File: src/rtl/irq_vec_pkg.sv
package irq_vec_pkg;

    localparam int SRC_W   = 3;
    localparam int NUM_SRC = 5;

    // mask word bit positions (decoded by the core's software)
    localparam int WB_MASK_LD = 3;
    localparam int WB_HI_CLR  = 4;
    localparam int WB_SER_EN  = 6;
    localparam int WB_SER_D   = 7;

    typedef enum logic [SRC_W-1:0] {
        SRC_EXT = 3'd0,
        SRC_LO  = 3'd1,
        SRC_MID = 3'd2,
        SRC_HI  = 3'd3,
        SRC_NMI = 3'd4
    } src_e;

    typedef enum logic [0:0] {
        ST_IDLE  = 1'b0,
        ST_GRANT = 1'b1
    } state_e;

    // vectors sit half a slot past slot n
    function automatic logic [31:0] slot_addr(src_e s, int stride);
        int n;
        case (s)
            SRC_NMI: n = 4;
            SRC_HI:  n = 7;
            SRC_MID: n = 6;
            SRC_LO:  n = 5;
            default: n = -1;
        endcase
        if (n < 0) return 32'd0;
        return 32'(stride * n + stride / 2);
    endfunction

endpackage

File: src/rtl/irq_line_cond.sv
module irq_line_cond #(
    parameter bit STICKY = 1'b0
) (
    input  logic clk,
    input  logic rst_n,
    input  logic line_i,
    input  logic clr_i,
    output logic pend_o
);
    logic line_q;
    logic lat;
    logic lat_nx;
    logic rise;

    assign rise = line_i & ~line_q;

    always_ff @(posedge clk) begin
        if (!rst_n) begin
            line_q <= 1'b0;
            lat    <= 1'b0;
        end else begin
            line_q <= line_i;
            lat    <= lat_nx;
        end
    end

    generate
        if (STICKY) begin : g_sticky
            // a new edge outranks a clear in the same cycle
            always_comb lat_nx = rise ? 1'b1 : (clr_i ? 1'b0 : lat);
            assign pend_o = lat;

            AST_EDGE_CATCH: assert property (@(posedge clk) disable iff (!rst_n)
                (line_i && !line_q) |=> pend_o);
            AST_STICKY_HOLD: assert property (@(posedge clk) disable iff (!rst_n)
                (pend_o && !clr_i) |=> pend_o);
        end else begin : g_edge_level
            always_comb lat_nx = (!line_i || clr_i) ? 1'b0 : (lat | rise);
            assign pend_o = lat & line_i;

            AST_NO_RETRIGGER: assert property (@(posedge clk) disable iff (!rst_n)
                (clr_i && line_i) |=> !pend_o);
        end
    endgenerate

endmodule

File: src/rtl/irq_prio_pick.sv
module irq_prio_pick
    import irq_vec_pkg::*;
(
    input  logic [NUM_SRC-1:0] elig_i,
    output src_e               win_o,
    output logic               any_o
);
    // higher code = higher rank; last hit in ascending order wins
    always_comb begin
        win_o = SRC_EXT;
        for (int i = 0; i < NUM_SRC; i++) begin
            if (elig_i[i]) win_o = src_e'(SRC_W'(i));
        end
    end

    assign any_o = |elig_i;

endmodule

File: src/rtl/irq_mask_regs.sv
module irq_mask_regs
    import irq_vec_pkg::*;
(
    input  logic       clk,
    input  logic       rst_n,
    input  logic       ie_set_i,
    input  logic       ie_clr_i,
    input  logic       decide_i,
    input  logic       win_nmi_i,
    input  logic       wr_i,
    input  logic [7:0] wdata_i,
    output logic [2:0] masks_o,
    output logic       ie_o,
    output logic       prev_ie_o,
    output logic       ser_out_o,
    output logic       hi_clr_o
);
    logic unused_wbits;
    assign unused_wbits = wdata_i[5];

    assign hi_clr_o = wr_i & wdata_i[WB_HI_CLR];

    always_ff @(posedge clk) begin
        if (!rst_n) begin
            masks_o   <= 3'b111;
            ie_o      <= 1'b0;
            prev_ie_o <= 1'b0;
            ser_out_o <= 1'b0;
        end else begin
            if (decide_i)      ie_o <= 1'b0;
            else if (ie_clr_i) ie_o <= 1'b0;
            else if (ie_set_i) ie_o <= 1'b1;

            if (decide_i && win_nmi_i) prev_ie_o <= ie_o;

            if (wr_i && wdata_i[WB_MASK_LD]) masks_o <= wdata_i[2:0];
            if (wr_i && wdata_i[WB_SER_EN])  ser_out_o <= wdata_i[WB_SER_D];
        end
    end

    AST_SER_HOLD: assert property (@(posedge clk) disable iff (!rst_n)
        !(wr_i && wdata_i[WB_SER_EN]) |=> $stable(ser_out_o));
    AST_MASK_HOLD: assert property (@(posedge clk) disable iff (!rst_n)
        !(wr_i && wdata_i[WB_MASK_LD]) |=> $stable(masks_o));
    AST_IE_DROP: assert property (@(posedge clk) disable iff (!rst_n)
        decide_i |=> !ie_o);

endmodule

File: src/rtl/irq_sel_fsm.sv
module irq_sel_fsm
    import irq_vec_pkg::*;
(
    input  logic clk,
    input  logic rst_n,
    input  logic boundary_i,
    input  logic any_i,
    input  src_e win_i,
    output logic decide_o,
    output logic take_o,
    output src_e src_o
);
    state_e state;
    state_e state_nx;

    always_ff @(posedge clk) begin
        if (!rst_n) begin
            state <= ST_IDLE;
            src_o <= SRC_EXT;
        end else begin
            state <= state_nx;
            if (decide_o) src_o <= win_i;
        end
    end

    always_comb begin
        state_nx = state;
        unique case (state)
            ST_IDLE:  if (boundary_i && any_i) state_nx = ST_GRANT;
            ST_GRANT: state_nx = ST_IDLE;
            default:  state_nx = ST_IDLE;
        endcase
    end

    always_comb begin
        decide_o = (state == ST_IDLE) && boundary_i && any_i;
        take_o   = (state == ST_GRANT);
    end

    AST_ONE_CYCLE: assert property (@(posedge clk) disable iff (!rst_n)
        take_o |=> !take_o);
    AST_NEEDS_BOUNDARY: assert property (@(posedge clk) disable iff (!rst_n)
        $rose(take_o) |-> $past(boundary_i));

endmodule

File: src/rtl/irq_vec_ctrl.sv
module irq_vec_ctrl
    import irq_vec_pkg::*;
#(
    parameter int VEC_W       = 16,
    parameter int SLOT_STRIDE = 8
) (
    input  logic             clk,
    input  logic             rst_n,
    input  logic             req_nmi_i,
    input  logic             req_hi_i,
    input  logic             req_mid_i,
    input  logic             req_lo_i,
    input  logic             req_ext_i,
    input  logic             ie_set_i,
    input  logic             ie_clr_i,
    input  logic             mask_wr_i,
    input  logic [7:0]       mask_wdata_i,
    input  logic             ser_in_i,
    input  logic             boundary_i,
    output logic             take_o,
    output logic [SRC_W-1:0] take_src_o,
    output logic [VEC_W-1:0] take_vec_o,
    output logic [7:0]       mask_rdata_o,
    output logic             ser_out_o,
    output logic             prev_ie_o
);
    logic               nmi_pend;
    logic               hi_pend;
    logic               hi_clr_wr;
    logic               decide;
    logic               any_elig;
    logic               ie;
    logic [2:0]         masks;
    logic [NUM_SRC-1:0] elig;
    src_e               win;
    src_e               src_q;

    irq_line_cond #(.STICKY(1'b0)) u_nmi_line (
        .clk    (clk),
        .rst_n  (rst_n),
        .line_i (req_nmi_i),
        .clr_i  (decide && win == SRC_NMI),
        .pend_o (nmi_pend)
    );

    irq_line_cond #(.STICKY(1'b1)) u_hi_line (
        .clk    (clk),
        .rst_n  (rst_n),
        .line_i (req_hi_i),
        .clr_i  ((decide && win == SRC_HI) || hi_clr_wr),
        .pend_o (hi_pend)
    );

    always_comb begin
        elig          = '0;
        elig[SRC_NMI] = nmi_pend;
        elig[SRC_HI]  = ie & hi_pend   & ~masks[2];
        elig[SRC_MID] = ie & req_mid_i & ~masks[1];
        elig[SRC_LO]  = ie & req_lo_i  & ~masks[0];
        elig[SRC_EXT] = ie & req_ext_i;
    end

    irq_prio_pick u_pick (
        .elig_i (elig),
        .win_o  (win),
        .any_o  (any_elig)
    );

    irq_mask_regs u_regs (
        .clk       (clk),
        .rst_n     (rst_n),
        .ie_set_i  (ie_set_i),
        .ie_clr_i  (ie_clr_i),
        .decide_i  (decide),
        .win_nmi_i (win == SRC_NMI),
        .wr_i      (mask_wr_i),
        .wdata_i   (mask_wdata_i),
        .masks_o   (masks),
        .ie_o      (ie),
        .prev_ie_o (prev_ie_o),
        .ser_out_o (ser_out_o),
        .hi_clr_o  (hi_clr_wr)
    );

    irq_sel_fsm u_fsm (
        .clk        (clk),
        .rst_n      (rst_n),
        .boundary_i (boundary_i),
        .any_i      (any_elig),
        .win_i      (win),
        .decide_o   (decide),
        .take_o     (take_o),
        .src_o      (src_q)
    );

    assign take_src_o   = take_o ? src_q : SRC_EXT;
    assign take_vec_o   = take_o ? VEC_W'(slot_addr(src_q, SLOT_STRIDE)) : '0;
    assign mask_rdata_o = {ser_in_i, hi_pend, req_mid_i, req_lo_i, ie, masks};

    AST_IE_OFF_IN_GRANT: assert property (@(posedge clk) disable iff (!rst_n)
        take_o |-> !ie);
    AST_GATED_ONLY_NMI: assert property (@(posedge clk) disable iff (!rst_n)
        $rose(take_o) && !$past(ie) |-> take_src_o == SRC_NMI);
    AST_SRC_LEGAL: assert property (@(posedge clk) disable iff (!rst_n)
        take_o |-> take_src_o <= SRC_NMI);

endmodule

File: config.mk
export PLATFORM = sky130hd
export DESIGN_NAME = irq_vec_ctrl
export DESIGN_NICKNAME = d
export VERILOG_FILES = /design/src/rtl/irq_vec_pkg.sv /design/src/rtl/irq_line_cond.sv /design/src/rtl/irq_prio_pick.sv /design/src/rtl/irq_mask_regs.sv /design/src/rtl/irq_sel_fsm.sv /design/src/rtl/irq_vec_ctrl.sv
export SDC_FILE = /design/constraint.sdc
export NUM_CORES = 1
export LEC_CHECK = 0
export BUFFER_PORTS_ARGS = -buffer_cell sky130_fd_sc_hd__buf_2
export CORE_MARGIN = 2
export CORE_UTILIZATION = 45
export CTS_CLUSTER_DIAMETER = 30
export DETAILED_ROUTE_END_ITERATION = 8
export PLACE_DENSITY = 0.94
export SLEW_MARGIN = 20
export SYNTH_ARGS = -nofsm -noshare
export SYNTH_HDL_FRONTEND = slang
export SYNTH_HIERARCHICAL = 1
export SYNTH_SLANG_ARGS = --single-unit
File: constraint.sdc
create_clock -name clk -period 3.8 [get_ports clk]
set_input_delay 0.95 -clock clk [delete_from_list [all_inputs] [get_ports clk]]
set_output_delay 0.95 -clock clk [all_outputs]
set_load 0.005 [all_outputs]
# == Yosys cells after proc, flatten, opt, wreduce, memory -nomap -nowiden ==
# Cells that the tools add are included.
# op_classes
magnitude_cmp,1
n_mux,14
bitwise,19
addsub,1
eq_ne,6
n_reduce_logical,14
# ops
op,n
$pmux 32 s4,1
$mux 16,3
$lt 32x1->1 const B,1
$add 16x4->16 const B,1
$and 1x1->1,11
$eq 3x2->1 const B,3
$logic_and 1x1->1,7
$not 1->1,7
$eq 3x3->1 const B,2
$mux 3,2
$mux 1,5
$reduce_or 5->1,1
$mux 2,2
$eq 3x1->1 const B,1
$reduce_or 3->1,1
$logic_or 1x1->1,2
$pmux 1 s2,1
$reduce_bool 2->1,1
$reduce_or 2->1,1
$logic_not 1->1,1
$or 1x1->1,1
# word_totals
output_inout_bits,30
wordCells,65
regBits,14
in_bits,20

# == Logic depth before layout (Yosys ltp) ==
# depth
ltp_word,11
depth_mapped,9
depth_no_buf,8

# == By module ==
# The synthesis kept the hierarchy.
# modules_own_cells
mod,seq_area_each_um2,cells_each,area_each_um2,instances
irq_mask_regs,120.1,28,262.8,1
irq_vec_ctrl,0.0,38,250.2,1
irq_sel_fsm,80.1,16,160.2,1
irq_line_cond (u_nmi_line),40.0,6,75.1,1
irq_line_cond (u_hi_line),40.0,6,70.1,1
irq_prio_pick,0.0,8,42.5,1

# == Worst setup path before layout ==
# No wires, ideal clock.
# synth_timing
kind,input to register
start,input port req_nmi_i
end,register u_hi_line.lat (netlist: u_hi_line/pend_o)
setup_ns,0.066
t_required_ns,3.734
n_path_buf,1
cell_stages,8
arrival_time_ns,2.139
slack_ns,1.595
path_cell_list,and2_2 nor3_1 nand2_1 and3b_1 buf_6 a41o_1 nand2b_1 a21boi_2
# synth_via
elab_chain_cells,6
word_cells_on_any_way,8
cone_classes,1 x eq/ne; 1 x mux; 1 x bitwise; 5 x reduce/logical
# synth_lines
item,line_no,rtl
start: declaration,irq_vec_ctrl.sv:9,"input logic req_nmi_i,"
$and 1x1->1,irq_line_cond.sv:39,assign pend_o = lat & line_i;
$reduce_or 5->1,irq_prio_pick.sv:16,assign any_o = |elig_i;
named net any_elig,irq_vec_ctrl.sv:31,logic any_elig;
$logic_and 1x1->1,irq_sel_fsm.sv:36,decide_o = (state == ST_IDLE) && boundary_i && any_i;
named net decide,irq_vec_ctrl.sv:30,logic decide;
$logic_and 1x1->1,irq_vec_ctrl.sv:50,".clr_i ((decide && win == SRC_HI) || hi_clr_wr),"
$logic_or 1x1->1,irq_vec_ctrl.sv:50,
$reduce_bool 2->1 (no source line),-,
end signal: assignment,irq_line_cond.sv:23,lat <= lat_nx;
end: declaration,irq_line_cond.sv:11,logic lat;
# The timed path passes the listed nets, and every way through them passes these cells.
# A chain may end at the register's enable or synchronous reset.

# == Worst setup path after layout ==
# layout_timing
start,register u_fsm.src_o[2]
end,output port take_vec_o[2]
# layout_via
elab_chain_cells,6
word_cells_on_any_way,9
cone_classes,1 x order compare; 4 x eq/ne; 4 x mux
# layout_lines
item,line_no,rtl
start: declaration,irq_sel_fsm.sv:11,output src_e src_o
start signal: assignment,irq_sel_fsm.sv:22,if (decide_o) src_o <= win_i;
$eq 3x1->1 (tied with other cells),irq_vec_pkg.sv:28,case (s)
$pmux 32 s4 *,irq_vec_pkg.sv:28,
$lt 32x1->1 *,irq_vec_pkg.sv:35,if (n < 0) return 32'd0;
$mux 1 *,irq_vec_pkg.sv:35,
$mux 16 *,irq_vec_pkg.sv:36,return 32'(stride * n + stride / 2);
$mux 16 *,irq_vec_ctrl.sv:97,"assign take_vec_o = take_o ? VEC_W'(slot_addr(src_q, SLOT_STRIDE)) : '0;"
end: declaration,irq_vec_ctrl.sv:22,"output logic [VEC_W-1:0] take_vec_o,"
# Mark *: on every way between the ends. The rest lies on a longest branch, timed or not.

==> out/qor.txt <==
Mapped Cells = 102
Sw Ratio = 0.247
RR Endpoint = u_hi_line/pend_o
number of DRC markers in iteration 0 = 7
critical path capture point = take_vec_o[2]
Yosys top cell area share = 0.326
Pre-antenna DRT Iters = 4
logic gate share of total power = 0.148
endpoint type of the worst setup path = output pin
Root Driver = clkbuf_4
H-tree level count = 1
clock-pin slew on the worst setup and hold paths = 0.08 ns
NetSw = 69.0 µW
Port Buffers = 34
Final setup viols = 0
total gr overflow = 0
Synth Flop Type = dfxtp_1
fin nets = 151
EDFF count, synth = 0
Die H = 47.7 µm
Routed WL per cell = 9.42 µm
PD cells = 289 nW/µm²
Clock power frac = 0.290
final WL = 1450 µm
initial antenna violation count = 0
Post-synth top cells = buf_4 (19), nand2_1 (15), dfxtp_1 (14)
share of cells above drive strength 1 = 0.388
status = finished clean
post-synthesis cell type count = 29
Util after Layout = 0.548
Die ar. = 2280 µm²
CP required = 2.85 ns
vias = 684
clock latency on the worst-skew pair = 0.27 ns
max cap viols = 0
crit path time final = 2.26 ns
r2r startpoint = u_nmi_line/lat
largest net degree at the start of global routing = 19
clock buffer depth = 2
most frequent cell after synthesis = buf_4
Layout area overhead = 12.4%
fin area = 967 µm²
sequential power share = 0.562
GRT Overall Usage = 0.144
TritonCTS buffer count = 3
clock sinks = 14
Setup Fix Bufs, Post-CTS = 0
Die X = 47.7 µm
register area = 280 µm²
CTS tree = built
hold_buf cts = 0
worst hold start = u_regs/ser_out_o
DR vias/cell = 4.44
CP Class = reg -> out
worst setup margin = 1.54 ns
crit share post-route = 0.594
vias in the first global route = 601
syn_area_per_cell = 8.44 µm²
hold_ws = 0.467 ns
r2r setup slk = 2.13 ns
unrepaired setup endpoints after global routing = false
Final Max Slew Viols = 0
maximum vdd ir drop = 0.195 mV
Crit Path Max Fanout = 6
DP Wirelength = 1190 µm
Starting Density = 0.488
endpoints failing hold = 0
Syn. warnings = 6
Power Internal = 210 µW
drt drc = 0
global-route wire length before repair = 2270 µm
row count = 15
fillcell total = 177
DP Area = 945 µm²
Hold Crit Class = reg -> reg
Synth area leader = dfxtp_1
Post-Syn Area = 861 µm²
CP Data Arrival Time = 1.31 ns
R2R cell count = 7
Area contributors post-synth = dfxtp_1 (33%), buf_4 (17%), nand2_1 (6.5%), mux2i_1 (5.8%), and2_1 (3.6%)
leakage power = 0.000511 µW
Clock Skew = 0.00317 ns
Sum Neg Setup Slack = 0 ns
Critical Path Source = u_fsm/src_o[2]
pre-CTS setup slack = 1.36 ns
Max Fclk = 443 MHz
Synth Register Bits = 14
sequential area share after synthesis = 0.326
startpoint types = register
Placer Congestion = 0.768
asr flop ratio synth = 0
# IOs = 50
Detail Route Antenna Nets = 0
Multi-input gate area = 444 µm²
cts repair resizes = 0
Diodes inserted = 0
Core Region = 1760 µm²
## critical path, cell delays in order (launching register included)
cell and delay (ns):
dfxtp_1 0.36, or3_1 0.37, and3_1 0.18, buf_2 0.12
## worst min path at each step
| stage | end | slack, ns | cells after the start |
|---|---|---|---|
| CTS | u_regs/ser_out_o | 0.47 | 2 |
| floorplan | u_fsm/src_o[1] | 0.45 | 2 |
| global placement | u_regs/ser_out_o | 0.44 | 2 |
| detailed placement | u_regs/prev_ie_o | 0.46 | 2 |
| finish | u_regs/ser_out_o | 0.47 | 2 |
| global route | u_regs/ser_out_o | 0.49 | 2 |
## layer usage
layer / wire length [µm] / global-route usage / vias to the layer above
met5: 0 / 0 / -
met2: 744 / 0.237 / 38
met1: 567 / 0.167 / 292
met3: 140 / 0.0679 / 0
met4: 0 / 0.0432 / 0
li1: - / - / 354
## power by group through the flow
| stage | combinational [µW] | sequential (µW) | clock (µW) |
|---|---|---|---|
| floorplan | 37.1 | 160 | 0 |
| global placement | 40.0 | 160 | 0 |
| detailed placement | 41.5 | 160 | 0 |
| CTS | 41.6 | 157 | 84.1 |
| global route | 47.0 | 158 | 92.2 |
| finish | 41.4 | 157 | 81.0 |
## state kept, by name, summed over array words and instances (netlist names)
| name | count |
|---|---|
| u_hi_line/pend_o | 1 |
| u_regs/ser_out_o | 1 |
| u_nmi_line/lat | 1 |
| u_regs/masks_o | 3 |
| u_nmi_line/line_q | 1 |
| u_fsm/take_o | 1 |
| u_hi_line/line_q | 1 |
| u_fsm/src_o | 3 |
| u_regs/ie_o | 1 |
| u_regs/prev_ie_o | 1 |
## per-stage QoR
step,std cells,power (µW)
after detailed placement,151,202
after floorplan,113,197
final,154,279
after CTS,154,283
after global placement,151,200
after global routing,154,297
## cell usage in the layout (no fill, tap or decap)
| cell | Yosys | layout |
|---|---|---|
| a41o_1 | 1 | 1 |
| nor3b_2 | 1 | 1 |
| inv_1 | 5 | 5 |
| o211ai_1 | 3 | 3 |
| and2_2 | 4 | 4 |
| buf_2 | 0 | 34 |
| mux2i_1 | 5 | 5 |
| nand2_1 | 15 | 15 |
| nand2_2 | 1 | 1 |
| nor2_1 | 6 | 6 |
| and2_1 | 5 | 5 |
| nor3_1 | 1 | 1 |
| clkbuf_4 | 0 | 3 |
| nand2b_1 | 3 | 3 |
| and3b_1 | 1 | 1 |
| a21oi_2 | 1 | 1 |
| nor4b_4 | 1 | 1 |
| nor3b_1 | 1 | 1 |
| and3_1 | 1 | 1 |
| and2b_2 | 2 | 2 |
| dfxtp_1 | 14 | 14 |
| and2_4 | 2 | 2 |
| or3_1 | 1 | 1 |
| nor2b_1 | 1 | 1 |
| nand3_1 | 3 | 3 |
| o21ai_0 | 1 | 1 |
| conb_1 | 1 | 12 |
| a21boi_2 | 1 | 1 |
## kinds of logic after synthesis
| group | Yosys count | synth area share |
|---|---|---|
| multiplexers | 5 | 0.0581 |
| other | 1 | 0.00436 |
| flip-flops | 14 | 0.326 |
| buffers and inverters | 26 | 0.206 |
| AND/OR/NAND/NOR | 49 | 0.339 |
| AO/OA/AOI/OAI | 7 | 0.0669 |
## layout make-up
class,instances,share of cell area
Clock buffer,3,0.0233
Inverter,5,0.0194
Multi-Input combinational cell,73,0.459
Sequential cell,14,0.290
Tap cell,25,0.0323
Timing Repair Buffer,34,0.176
No activity file was read; power rests on OpenSTA's default activity.
